### src/rtl/spi_rd_pkg.sv
package spi_rd_pkg;
  localparam int ADDR_W     = 32;
  localparam int BIT_CNT_W  = 4;

  localparam logic [7:0] OP_FAST   = 8'h0B;
  localparam logic [7:0] OP_FAST4  = 8'h0C;
  localparam logic [7:0] OP_OTP    = 8'h4B;
  localparam logic [7:0] OP_SFDP   = 8'h5A;
  localparam logic [7:0] OP_SIG    = 8'hAB;

  typedef enum logic [1:0] {ST_IDLE, ST_SHIFT, ST_HOLD, ST_TAIL} seq_st_e;

  function automatic logic [1:0] dummy_cnt(input logic [7:0] op);
    case (op)
      OP_FAST, OP_FAST4, OP_OTP, OP_SFDP: dummy_cnt = 2'd1;
      OP_SIG:                             dummy_cnt = 2'd3;
      default:                            dummy_cnt = 2'd0;
    endcase
  endfunction

  function automatic logic [2:0] addr_cnt(input logic [7:0] op, input logic en);
    if (!en)                addr_cnt = 3'd0;
    else if (op == OP_FAST4) addr_cnt = 3'd4;
    else                    addr_cnt = 3'd3;
  endfunction
endpackage

### src/rtl/spi_rd_tick.sv
module spi_rd_tick #(
  parameter int HALF = 2
) (
  input  logic clk_i,
  input  logic rst_ni,
  input  logic en_i,
  output logic tick_o
);
  localparam int CW = (HALF > 1) ? $clog2(HALF) : 1;
  localparam logic [CW-1:0] LAST = CW'(HALF - 1);

  logic [CW-1:0] cnt_q;

  always_ff @(posedge clk_i or negedge rst_ni) begin
    if (!rst_ni)            cnt_q <= '0;
    else if (!en_i)         cnt_q <= '0;
    else if (cnt_q == LAST) cnt_q <= '0;
    else                    cnt_q <= cnt_q + 1'b1;
  end

  assign tick_o = en_i && (cnt_q == LAST);

  AST_TICK_RANGE: assert property (@(posedge clk_i) disable iff (!rst_ni)
    cnt_q <= LAST);
  AST_TICK_IDLE_CLR: assert property (@(posedge clk_i) disable iff (!rst_ni)
    !en_i |=> cnt_q == '0);
endmodule

### src/rtl/spi_rd_shift.sv
module spi_rd_shift
  import spi_rd_pkg::*;
(
  input  logic       clk_i,
  input  logic       rst_ni,
  input  logic       load_i,
  input  logic [7:0] load_byte_i,
  input  logic       rise_i,
  input  logic       fall_i,
  input  logic       miso_i,
  output logic       mosi_o,
  output logic [7:0] rx_byte_o,
  output logic       done_o
);
  logic [7:0]           tx_q, rx_q;
  logic [BIT_CNT_W-1:0] bit_q;

  always_ff @(posedge clk_i or negedge rst_ni) begin
    if (!rst_ni) begin
      tx_q  <= '0;
      rx_q  <= '0;
      bit_q <= '0;
    end else if (load_i) begin
      tx_q  <= load_byte_i;
      bit_q <= '0;
    end else begin
      if (rise_i) begin
        rx_q  <= {rx_q[6:0], miso_i};
        bit_q <= bit_q + 1'b1;
      end
      if (fall_i && bit_q != BIT_CNT_W'(8)) tx_q <= {tx_q[6:0], 1'b0};
    end
  end

  assign mosi_o    = tx_q[7];
  assign rx_byte_o = rx_q;
  assign done_o    = (bit_q == BIT_CNT_W'(8));

  AST_BIT_LIMIT: assert property (@(posedge clk_i) disable iff (!rst_ni)
    bit_q <= BIT_CNT_W'(8));
  AST_NO_RISE_AFTER_BYTE: assert property (@(posedge clk_i) disable iff (!rst_ni)
    done_o && !load_i |-> !rise_i);
endmodule

### src/rtl/spi_flash_rd_seq.sv
module spi_flash_rd_seq
  import spi_rd_pkg::*;
#(
  parameter int DIV   = 4,
  parameter int LEN_W = 16
) (
  input  logic             clk_i,
  input  logic             rst_ni,
  input  logic             start_i,
  input  logic [7:0]       opcode_i,
  input  logic [31:0]      addr_i,
  input  logic             addr_en_i,
  input  logic [LEN_W-1:0] len_i,
  output logic             busy_o,
  output logic             sclk_o,
  output logic             mosi_o,
  output logic             cs_no,
  input  logic             miso_i,
  output logic [7:0]       data_o,
  output logic             valid_o,
  input  logic             ready_i
);
  localparam int HALF = DIV / 2;

  seq_st_e          st_q;
  logic [7:0]       op_q;
  logic [ADDR_W-1:0] addr_q;
  logic [2:0]       na_q;
  logic [3:0]       hdr_n_q, idx_q;
  logic             data_ph_q, sclk_q, cs_q, tail_q;
  logic [LEN_W-1:0] rem_q;
  logic [7:0]       out_q;
  logic             vld_q;

  logic             tick, rise, fall, done, byte_end;
  logic             out_free, blocked, step, emit, finish, hdr_last, start_acc, load;
  logic [7:0]       load_byte, nxt_hdr, rx_byte;
  logic [3:0]       nxt_idx;
  logic [ADDR_W-1:0] hdr_sh;

  spi_rd_tick #(.HALF(HALF)) u_tick (
    .clk_i (clk_i),
    .rst_ni(rst_ni),
    .en_i  (st_q == ST_SHIFT || st_q == ST_TAIL),
    .tick_o(tick)
  );

  assign rise     = (st_q == ST_SHIFT) && tick && !sclk_q;
  assign fall     = (st_q == ST_SHIFT) && tick && sclk_q;
  assign byte_end = fall && done;
  assign out_free = !vld_q || ready_i;
  assign hdr_last = (idx_q == hdr_n_q - 4'd1);
  assign blocked  = byte_end && data_ph_q && !out_free;
  assign step     = (byte_end && !blocked) || (st_q == ST_HOLD && out_free);
  assign emit     = step && data_ph_q;
  assign finish   = step && (data_ph_q ? (rem_q == LEN_W'(1)) : (hdr_last && rem_q == '0));
  assign start_acc = (st_q == ST_IDLE) && start_i;
  assign load     = start_acc || (step && !finish);

  // next header byte: address MSB first, then dummy zeros
  always_comb begin
    nxt_idx = idx_q + 4'd1;
    hdr_sh  = '0;
    nxt_hdr = 8'h00;
    if (nxt_idx <= {1'b0, na_q}) begin
      hdr_sh  = addr_q >> {na_q - nxt_idx[2:0], 3'b000};
      nxt_hdr = hdr_sh[7:0];
    end
  end

  always_comb begin
    if (start_acc)                    load_byte = opcode_i;
    else if (!data_ph_q && !hdr_last) load_byte = nxt_hdr;
    else                              load_byte = 8'h00;
  end

  spi_rd_shift u_shift (
    .clk_i      (clk_i),
    .rst_ni     (rst_ni),
    .load_i     (load),
    .load_byte_i(load_byte),
    .rise_i     (rise),
    .fall_i     (fall),
    .miso_i     (miso_i),
    .mosi_o     (mosi_o),
    .rx_byte_o  (rx_byte),
    .done_o     (done)
  );

  always_ff @(posedge clk_i or negedge rst_ni) begin
    if (!rst_ni) begin
      st_q      <= ST_IDLE;
      op_q      <= '0;
      addr_q    <= '0;
      na_q      <= '0;
      hdr_n_q   <= '0;
      idx_q     <= '0;
      data_ph_q <= 1'b0;
      rem_q     <= '0;
      sclk_q    <= 1'b0;
      cs_q      <= 1'b1;
      tail_q    <= 1'b0;
    end else begin
      case (st_q)
        ST_IDLE: if (start_i) begin
          op_q      <= opcode_i;
          addr_q    <= addr_i;
          na_q      <= addr_cnt(opcode_i, addr_en_i);
          hdr_n_q   <= 4'd1 + {1'b0, addr_cnt(opcode_i, addr_en_i)} + {2'b00, dummy_cnt(opcode_i)};
          idx_q     <= '0;
          data_ph_q <= 1'b0;
          rem_q     <= len_i;
          cs_q      <= 1'b0;
          st_q      <= ST_SHIFT;
        end
        ST_SHIFT: begin
          if (rise) sclk_q <= 1'b1;
          if (fall) sclk_q <= 1'b0;
          if (blocked) st_q <= ST_HOLD;
        end
        ST_TAIL: if (tick) begin
          if (tail_q) begin
            cs_q <= 1'b1;
            st_q <= ST_IDLE;
          end else begin
            tail_q <= 1'b1;
          end
        end
        default: ;
      endcase
      if (step) begin
        if (data_ph_q)     rem_q     <= rem_q - 1'b1;
        else if (hdr_last) data_ph_q <= 1'b1;
        else               idx_q     <= idx_q + 4'd1;
        tail_q <= 1'b0;
        st_q   <= finish ? ST_TAIL : ST_SHIFT;
      end
    end
  end

  always_ff @(posedge clk_i or negedge rst_ni) begin
    if (!rst_ni) begin
      out_q <= '0;
      vld_q <= 1'b0;
    end else if (emit) begin
      out_q <= rx_byte;
      vld_q <= 1'b1;
    end else if (ready_i) begin
      vld_q <= 1'b0;
    end
  end

  assign busy_o  = (st_q != ST_IDLE);
  assign sclk_o  = sclk_q;
  assign cs_no   = cs_q;
  assign data_o  = out_q;
  assign valid_o = vld_q;

  AST_SCLK_IN_FRAME: assert property (@(posedge clk_i) disable iff (!rst_ni)
    sclk_o |-> !cs_no);
  AST_MOSI_STABLE_HI: assert property (@(posedge clk_i) disable iff (!rst_ni)
    sclk_o && $past(sclk_o) |-> $stable(mosi_o));
  AST_CS_NEEDS_START: assert property (@(posedge clk_i) disable iff (!rst_ni)
    $fell(cs_no) |-> $past(start_i));
  AST_IDLE_CS_HIGH: assert property (@(posedge clk_i) disable iff (!rst_ni)
    !busy_o |-> cs_no);
  AST_OUT_HOLD: assert property (@(posedge clk_i) disable iff (!rst_ni)
    valid_o && !ready_i |=> valid_o && $stable(data_o));
  AST_HOLD_SCLK_LOW: assert property (@(posedge clk_i) disable iff (!rst_ni)
    st_q == ST_HOLD |-> !sclk_o && !cs_no);
endmodule

### config.mk
export PLATFORM = sky130hd
export DESIGN_NAME = spi_flash_rd_seq
export DESIGN_NICKNAME = d
export VERILOG_FILES = /design/src/rtl/spi_rd_pkg.sv /design/src/rtl/spi_rd_tick.sv /design/src/rtl/spi_rd_shift.sv /design/src/rtl/spi_flash_rd_seq.sv
export SDC_FILE = /design/constraint.sdc
export NUM_CORES = 1
export LEC_CHECK = 0
export BUFFER_PORTS_ARGS = -buffer_cell sky130_fd_sc_hd__buf_2
export CORE_ASPECT_RATIO = 1.25
export CORE_UTILIZATION = 45
export CTS_CLUSTER_SIZE = 30
export DETAILED_ROUTE_END_ITERATION = 8
export GPL_TIMING_DRIVEN = 0
export MAX_ROUTING_LAYER = met4
export PLACE_DENSITY = 0.68
export SYNTH_ARGS = -nofsm -noshare
export SYNTH_HDL_FRONTEND = slang
export SYNTH_SLANG_ARGS = --single-unit
### constraint.sdc
create_clock -name clk_i -period 4.1 [get_ports clk_i]
set_input_delay 0.41 -clock clk_i [delete_from_list [all_inputs] [get_ports clk_i]]
set_output_delay 0.41 -clock clk_i [all_outputs]
set_load 0.005 [all_outputs]
==> flow_metrics.tcl, run 1 <==
set metrics [dict create \
    synthFlopType "dfrtp_1" \
    cts_sinks 94 \
    synth_top_cell_by_area "dfrtp_1" \
    fin_worst_skew_ns 0.00379 \
    slew_violations 0 \
    num-fill-cells 994 \
    synthToLayoutAreaGrowth_pct 18.1 \
    synth_top_area_share_pct 47.5 \
    drive_above_1_share_pct 18.7 \
    hold_violations 3 \
    reg2reg_depth 9 \
    fin_crit_ns 2.75 \
    sequentialPowerShare_pct 37.0 \
    required_ns 4.32 \
    clock_path_buffers 2 \
    clk_latency_ns 0.34 \
    cp-start-kind "register" \
    ctsHoldBuffers 0 \
    grt-ovfl-total 0 \
    critPathSlowestCell "dfrtp_1" \
    status "complete, but fails checks" \
    wl_per_cell_um 15.2 \
    end_kind "register" \
    drt_iter0_drc 208 \
    synth_edf_count 0 \
    start_util_pct 46.1 \
    avgSynthCellArea_sq_um 9.33 \
    dieArea_sq_um 11300 \
    rows 42 \
    viasPerCell 5.42 \
    fin_nets 692 \
    hpwl_mm 8.30 \
    multi_input_area_sq_um 2360 \
    grt_pass1_wl_mm 19.2 \
    syn-instance-count 525 \
    setup_viol 0 \
    worst_pin_slew_ns 0.907 \
    diodes 0 \
    root_buffer "clkbuf_16" \
    max_stage_delay_ns 0.41 \
    max-cap-violations 0 \
    regArea_sq_um 2350 \
    combPwrFrac_pct 42.7 \
    synth_most_common_cell "nand2_1" \
    crit_chain "inv_1, ha_1, nand3_1, o21bai_2, and3_1, buf_2, nor2_1, clkbuf_1, a221o_1" \
    yosysWarnings 0 \
    seq_area_frac_synth_pct 48.1 \
    arrival_ns 2.97 \
    port_buffers 74 \
    async_flop_share_pct 100 \
    synth_cell_type_count 50 \
    pre_cts_slack_ns 1.38 \
    max_freq_ghz 0.364 \
    grt_usage_pct 22.5 \
    drt_pass1_iterations 4 \
    p_int_mw 2.68 \
    core_area_sq_um 10600 \
    place_congestion 0.863 \
    cp_max_fo 10 \
    rrSetupSlack_ns 1.35 \
    fp.dieH_um 119 \
    ant_nets 0 \
    postCtsSetupBuffers 0 \
    fin_setup_tns_ns 0 \
    synth.area.top_cells "dfrtp_1 (48%), nand2_1 (12%), ha_1 (4.3%)" \
    hold_class "in2async" \
    cts-buffers-inserted 9 \
    cts.htree.levels 3 \
    syn-cell-area_sq_um 4900 \
    die-width_um 95.3 \
    grt_pass1_vias 4176 \
    worst_slack_ns 1.35 \
    cts_tree "built" \
    ir_drop_mv 0.330 \
    antenna_found_initial 0 \
    post_cts_resized 0 \
    holdWs_ns -0.00305 \
    syn_nets 606 \
    relSlewSlack_pct 39.1 \
    wirelength_mm 11.4 \
    path_clk_slew_ns 0.06 \
    power.density_nw_per_um2 747 \
    drc_errors 0 \
    fin_crit_sh_pct 67.0 \
    criticalPathCategory "reg2reg" \
    synthTopCellsByCount "nand2_1 (162), dfrtp_1 (93), o21ai_0 (36)" \
    switchingPower_mw 1.64 \
    rsz0062_at_grt "false" \
    ioPinCount 75 \
    grt_start_max_net_pins 68 \
    power.leakage_nw 2.81 \
    synth-seq-cells 94 \
    r2r_start "st_q[1]" \
    rr_endpoint "rem_q[5]" \
    clkPwrFrac_pct 20.4 \
    violations "negative hold slack" \
    dr_total_vias 4054 \
    switching_share_pct 38.0 \
]
-- per-stage QoR --
step,power [mW],cells,utilization [%],hold WS [ns],area [sq um]
final,4.32,748,54.5,-0.00305,5780
after global routing,4.68,748,54.5,0.0160,5780
after CTS,4.36,748,54.5,0.00125,5780
after detailed placement,3.45,732,51.5,0.362,5460
after global placement,3.38,731,51.2,0.454,5430
after floorplan,2.94,525,-,0.114,4900
-- worst max path at each step --
stage / start / end / slack, ns / depth (start not counted)
global placement: st_q[1] / u_shift.rx_byte_o[2] / 1.40 / 9
finish: st_q[1] / rem_q[5] / 1.35 / 9
CTS: st_q[1] / rem_q[5] / 1.35 / 9
global route: idx_q[0] / u_shift.tx_q[0] / 1.13 / 9
floorplan: st_q[1] / u_shift.rx_byte_o[0] / 1.74 / 9
detailed placement: st_q[1] / rem_q[5] / 1.38 / 9
-- sequential cells by signal, summed over array words and instances, names as in the netlist, 2 cells and up --
| signal | count |
|---|---|
| u_shift.bit_q | 4 |
| u_shift.tx_q | 8 |
| data_o | 8 |
| na_q | 2 |
| u_shift.rx_byte_o | 8 |
| hdr_n_q | 4 |
| st_q | 2 |
| rem_q | 16 |
| idx_q | 4 |
| addr_q | 32 |
-- critical path: cells and delay by family, from the launching register on --
| kind | cells | cell delay, ns |
|---|---|---|
| DFF | 1 | 0.41 |
| buffers and inverters | 3 | 0.57 |
| and+or+nand+nor | 3 | 0.56 |
| AOI/OAI and AO/OA | 2 | 0.80 |
| adders and majority gates | 1 | 0.27 |
-- routing by layer --
metal / GRT usage [%] / vias up / part of all wire (%) / wire length, um
met5: - / - / 0 / 0
met4: 9.09 / 0 / 1.7 / 197
met3: 4.70 / 22 / 5.2 / 598
met2: 36.6 / 100 / 51 / 5810
met1: 26.9 / 1941 / 42 / 4780
li1: - / 1991 / - / -
-- layout by cell type (no fill, tap or decap), types with 6 or more instances in the layout --
| cell type | Yosys | final |
|---|---|---|
| nand2_1 | 162 | 162 |
| dfrtp_1 | 93 | 93 |
| buf_2 | 4 | 77 |
| o21ai_0 | 36 | 36 |
| a21oi_1 | 23 | 23 |
| inv_1 | 20 | 20 |
| nor2_1 | 17 | 17 |
| ha_1 | 17 | 17 |
| clkbuf_1 | 16 | 16 |
| nor3_1 | 13 | 13 |
| a221o_1 | 13 | 13 |
| nand3_1 | 11 | 11 |
| xnor2_1 | 11 | 11 |
| clkbuf_16 | 0 | 9 |
| mux4_2 | 8 | 8 |
| a221oi_1 | 8 | 8 |
| mux2_1 | 8 | 8 |
| and2_1 | 6 | 6 |
-- layout make-up --
type	instances	area share [%]
buffer	25	1.84
sequential	94	40.7
tap	132	2.86
timing repair buffer	75	6.92
multi-input combinational	386	40.8
clock inverter	3	0.692
clock buffer	13	4.85
inverter	20	1.30
-- power by group through the flow --
stage                     clock, mW  combinational [mW]  sequential [mW]
after floorplan                   0                1.41             1.53
after global placement            0                1.80             1.59
after detailed placement          0                1.84             1.61
after CTS                     0.897                1.87             1.59
after global routing          0.941                2.09             1.65
final                         0.880                1.84             1.60
-- logic make-up (layout without fill, tap and decap cells) --
kind of cell,after synthesis,in the layout,share of synthesized area [%]
simple gates,238,238,21.4
compound gates,97,97,13.2
flops,94,94,48.1
buf+inv,45,136,3.70
fa+ha+maj,19,19,5.16
mux,18,18,5.93
xor+xnor,14,14,2.50
No activity file was read; power rests on OpenSTA's default activity.
==> run 2: changes to the inputs <==
==> constraint.sdc (replaced) <==
create_clock -name clk_i -period 2.7 [get_ports clk_i]
set_input_delay 0.27 -clock clk_i [delete_from_list [all_inputs] [get_ports clk_i]]
set_output_delay 0.27 -clock clk_i [all_outputs]
set_load 0.005 [all_outputs]
==> flow_metrics.tcl, run 2 (synthesis results as in run 1) <==
set metrics [dict create \
    setup_viol 0 \
    hold_violations 0 \
    final_util_pct 54.9 \
    critical-path-top-delay-family "compound AO/OA/AOI/OAI gates" \
    cts.htree.levels 3 \
    dieArea_sq_um 11300 \
    fin_crit_ns 2.61 \
    path_clk_slew_ns 0.06 \
    rsz0062_at_grt "false" \
    worst_slack_ns 0.0922 \
    fp.dieH_um 119 \
    place_congestion 0.863 \
    power.leakage_nw 2.82 \
    fin_crit_sh_pct 96.6 \
    max-cap-violations 0 \
    drt_pass1_iterations 4 \
    cts_tree "built" \
    drive_above_1_share_pct 19.3 \
    cp-start-kind "register" \
    cts_sinks 94 \
    wl_per_cell_um 15.3 \
    diodes 0 \
    cp_num_buf_inv 2 \
    cts-buffers-inserted 9 \
    fin_worst_skew_ns 0.00413 \
    crit_chain "inv_1, ha_2, nand3_2, o311ai_4, nand3_1, o211a_1, and2_1, buf_6, mux2_1" \
    hold_class "in2reg" \
    required_ns 2.92 \
    grt_start_max_net_pins 68 \
    clock_path_buffers 2 \
    fin_area_sq_um 5830 \
    start_util_pct 46.1 \
    rrSetupSlack_ns 0.09 \
    port_buffers 74 \
    antenna_found_initial 0 \
    top_layer_used "met4" \
    final_cell_mix "nand2_1 (162), dfrtp_1 (93), buf_2 (77)" \
    synthToLayoutAreaGrowth_pct 19.1 \
    finalNonFillerCells 748 \
    critPathSlowestCell "o311ai_4" \
    num-fill-cells 985 \
    drc_errors 0 \
    viasPerCell 5.45 \
    fin_nets 692 \
    cp_max_fo 8 \
    fin_setup_tns_ns 0 \
    ir_drop_mv 0.496 \
    max_freq_ghz 0.383 \
    mostFrequentLayoutCell "nand2_1" \
    criticalPathCategory "reg2reg" \
    slew_violations 0 \
    clk_latency_ns 0.34 \
    wl_met1_mm 4.85 \
    wirelength_mm 11.5 \
    ant_nets 0 \
    multi_input_area_sq_um 2400 \
    met3_length_um 563 \
    worst_pin_slew_ns 0.572 \
    placed_area_sq_um 5460 \
    pre_cts_slack_ns -0.0184 \
    largest-register "addr_q" \
    grt_pass1_vias 4169 \
    relSlewSlack_pct 61.8 \
    power.density_nw_per_um2 1140 \
    regArea_sq_um 2350 \
    core_area_sq_um 10600 \
    placed_cells 732 \
    dr_total_vias 4078 \
    holdWs_ns 0.120 \
    root_buffer "clkbuf_16" \
    largest_reg_flops 32 \
    reg_top3 "addr_q (32), rem_q (16)" \
    max_stage_delay_ns 0.42 \
    ioPinCount 75 \
    arrival_ns 2.82 \
    drt_iter0_drc 199 \
    totalPowerFinal_mw 6.65 \
    grt_pass1_wl_mm 19.2 \
    rows 42 \
    die-width_um 95.3 \
    status "complete, no violations" \
    end_kind "register" \
    route.met2.wl_mm 5.81 \
    hpwl_mm 8.30 \
    grt-ovfl-total 0 \
    grt_usage_pct 22.5 \
    postCtsSetupBuffers 0 \
]
==> run 2: cell count changes in the layout (fill, tap and decap cells not counted), sizes merged <==
| cell | delta |
|---|---|
| buf | -1 |
| dlygate4sd3 | +1 |
==> run 2: timing repair <==
item	4_1_cts	5_1_grt
hold endpoints to repair	27	0
resized for setup	0	7
hold buffers	1	0
pin swaps	0	1
setup endpoints to repair	19	30
==> run 2: worst paths after layout <==
kind                       startpoint              endpoint  cells past startpoint
max                           st_q[1]  u_shift.rx_byte_o[1]                      9
min                         addr_i[9]             addr_q[9]                      3
max reg2reg                   st_q[1]  u_shift.rx_byte_o[1]                      9
min reg2reg                addr_q[11]            addr_q[11]                      2
max in group asynchronous      rst_ni                 cs_no                      3
min in group asynchronous      rst_ni              idx_q[0]                      2
==> run 2: final cells by class <==
type	count	area share, %
Sequential cell	94	40.4
Buffer	24	1.76
Timing Repair Buffer	76	7.04
Clock inverter	3	0.687
Tap cell	132	2.83
Inverter	20	1.29
Clock buffer	13	4.81
Multi-Input combinational cell	386	41.2
==> run 2: worst min-delay path, delay by kind of cell <==
| kind | cells | cell delay, ns |
|---|---|---|
| and+or+nand+nor | 2 | 0.08 |
| buffers and inverters | 1 | 0.07 |
==> run 2: where the power goes <==
group / total (mW) / internal, mW / switching, mW
Sequential: 2.43 / 1.98 / 0.452
Clock: 1.33 / 0.816 / 0.516
Combinational: 2.89 / 1.31 / 1.58
==> run 2: metal layers <==
layer  track usage [%]  up-vias
li1                  -     1989
met2              36.7      108
met5                 -        -
met3              4.50       26
met1              27.0     1955
met4              9.00        0
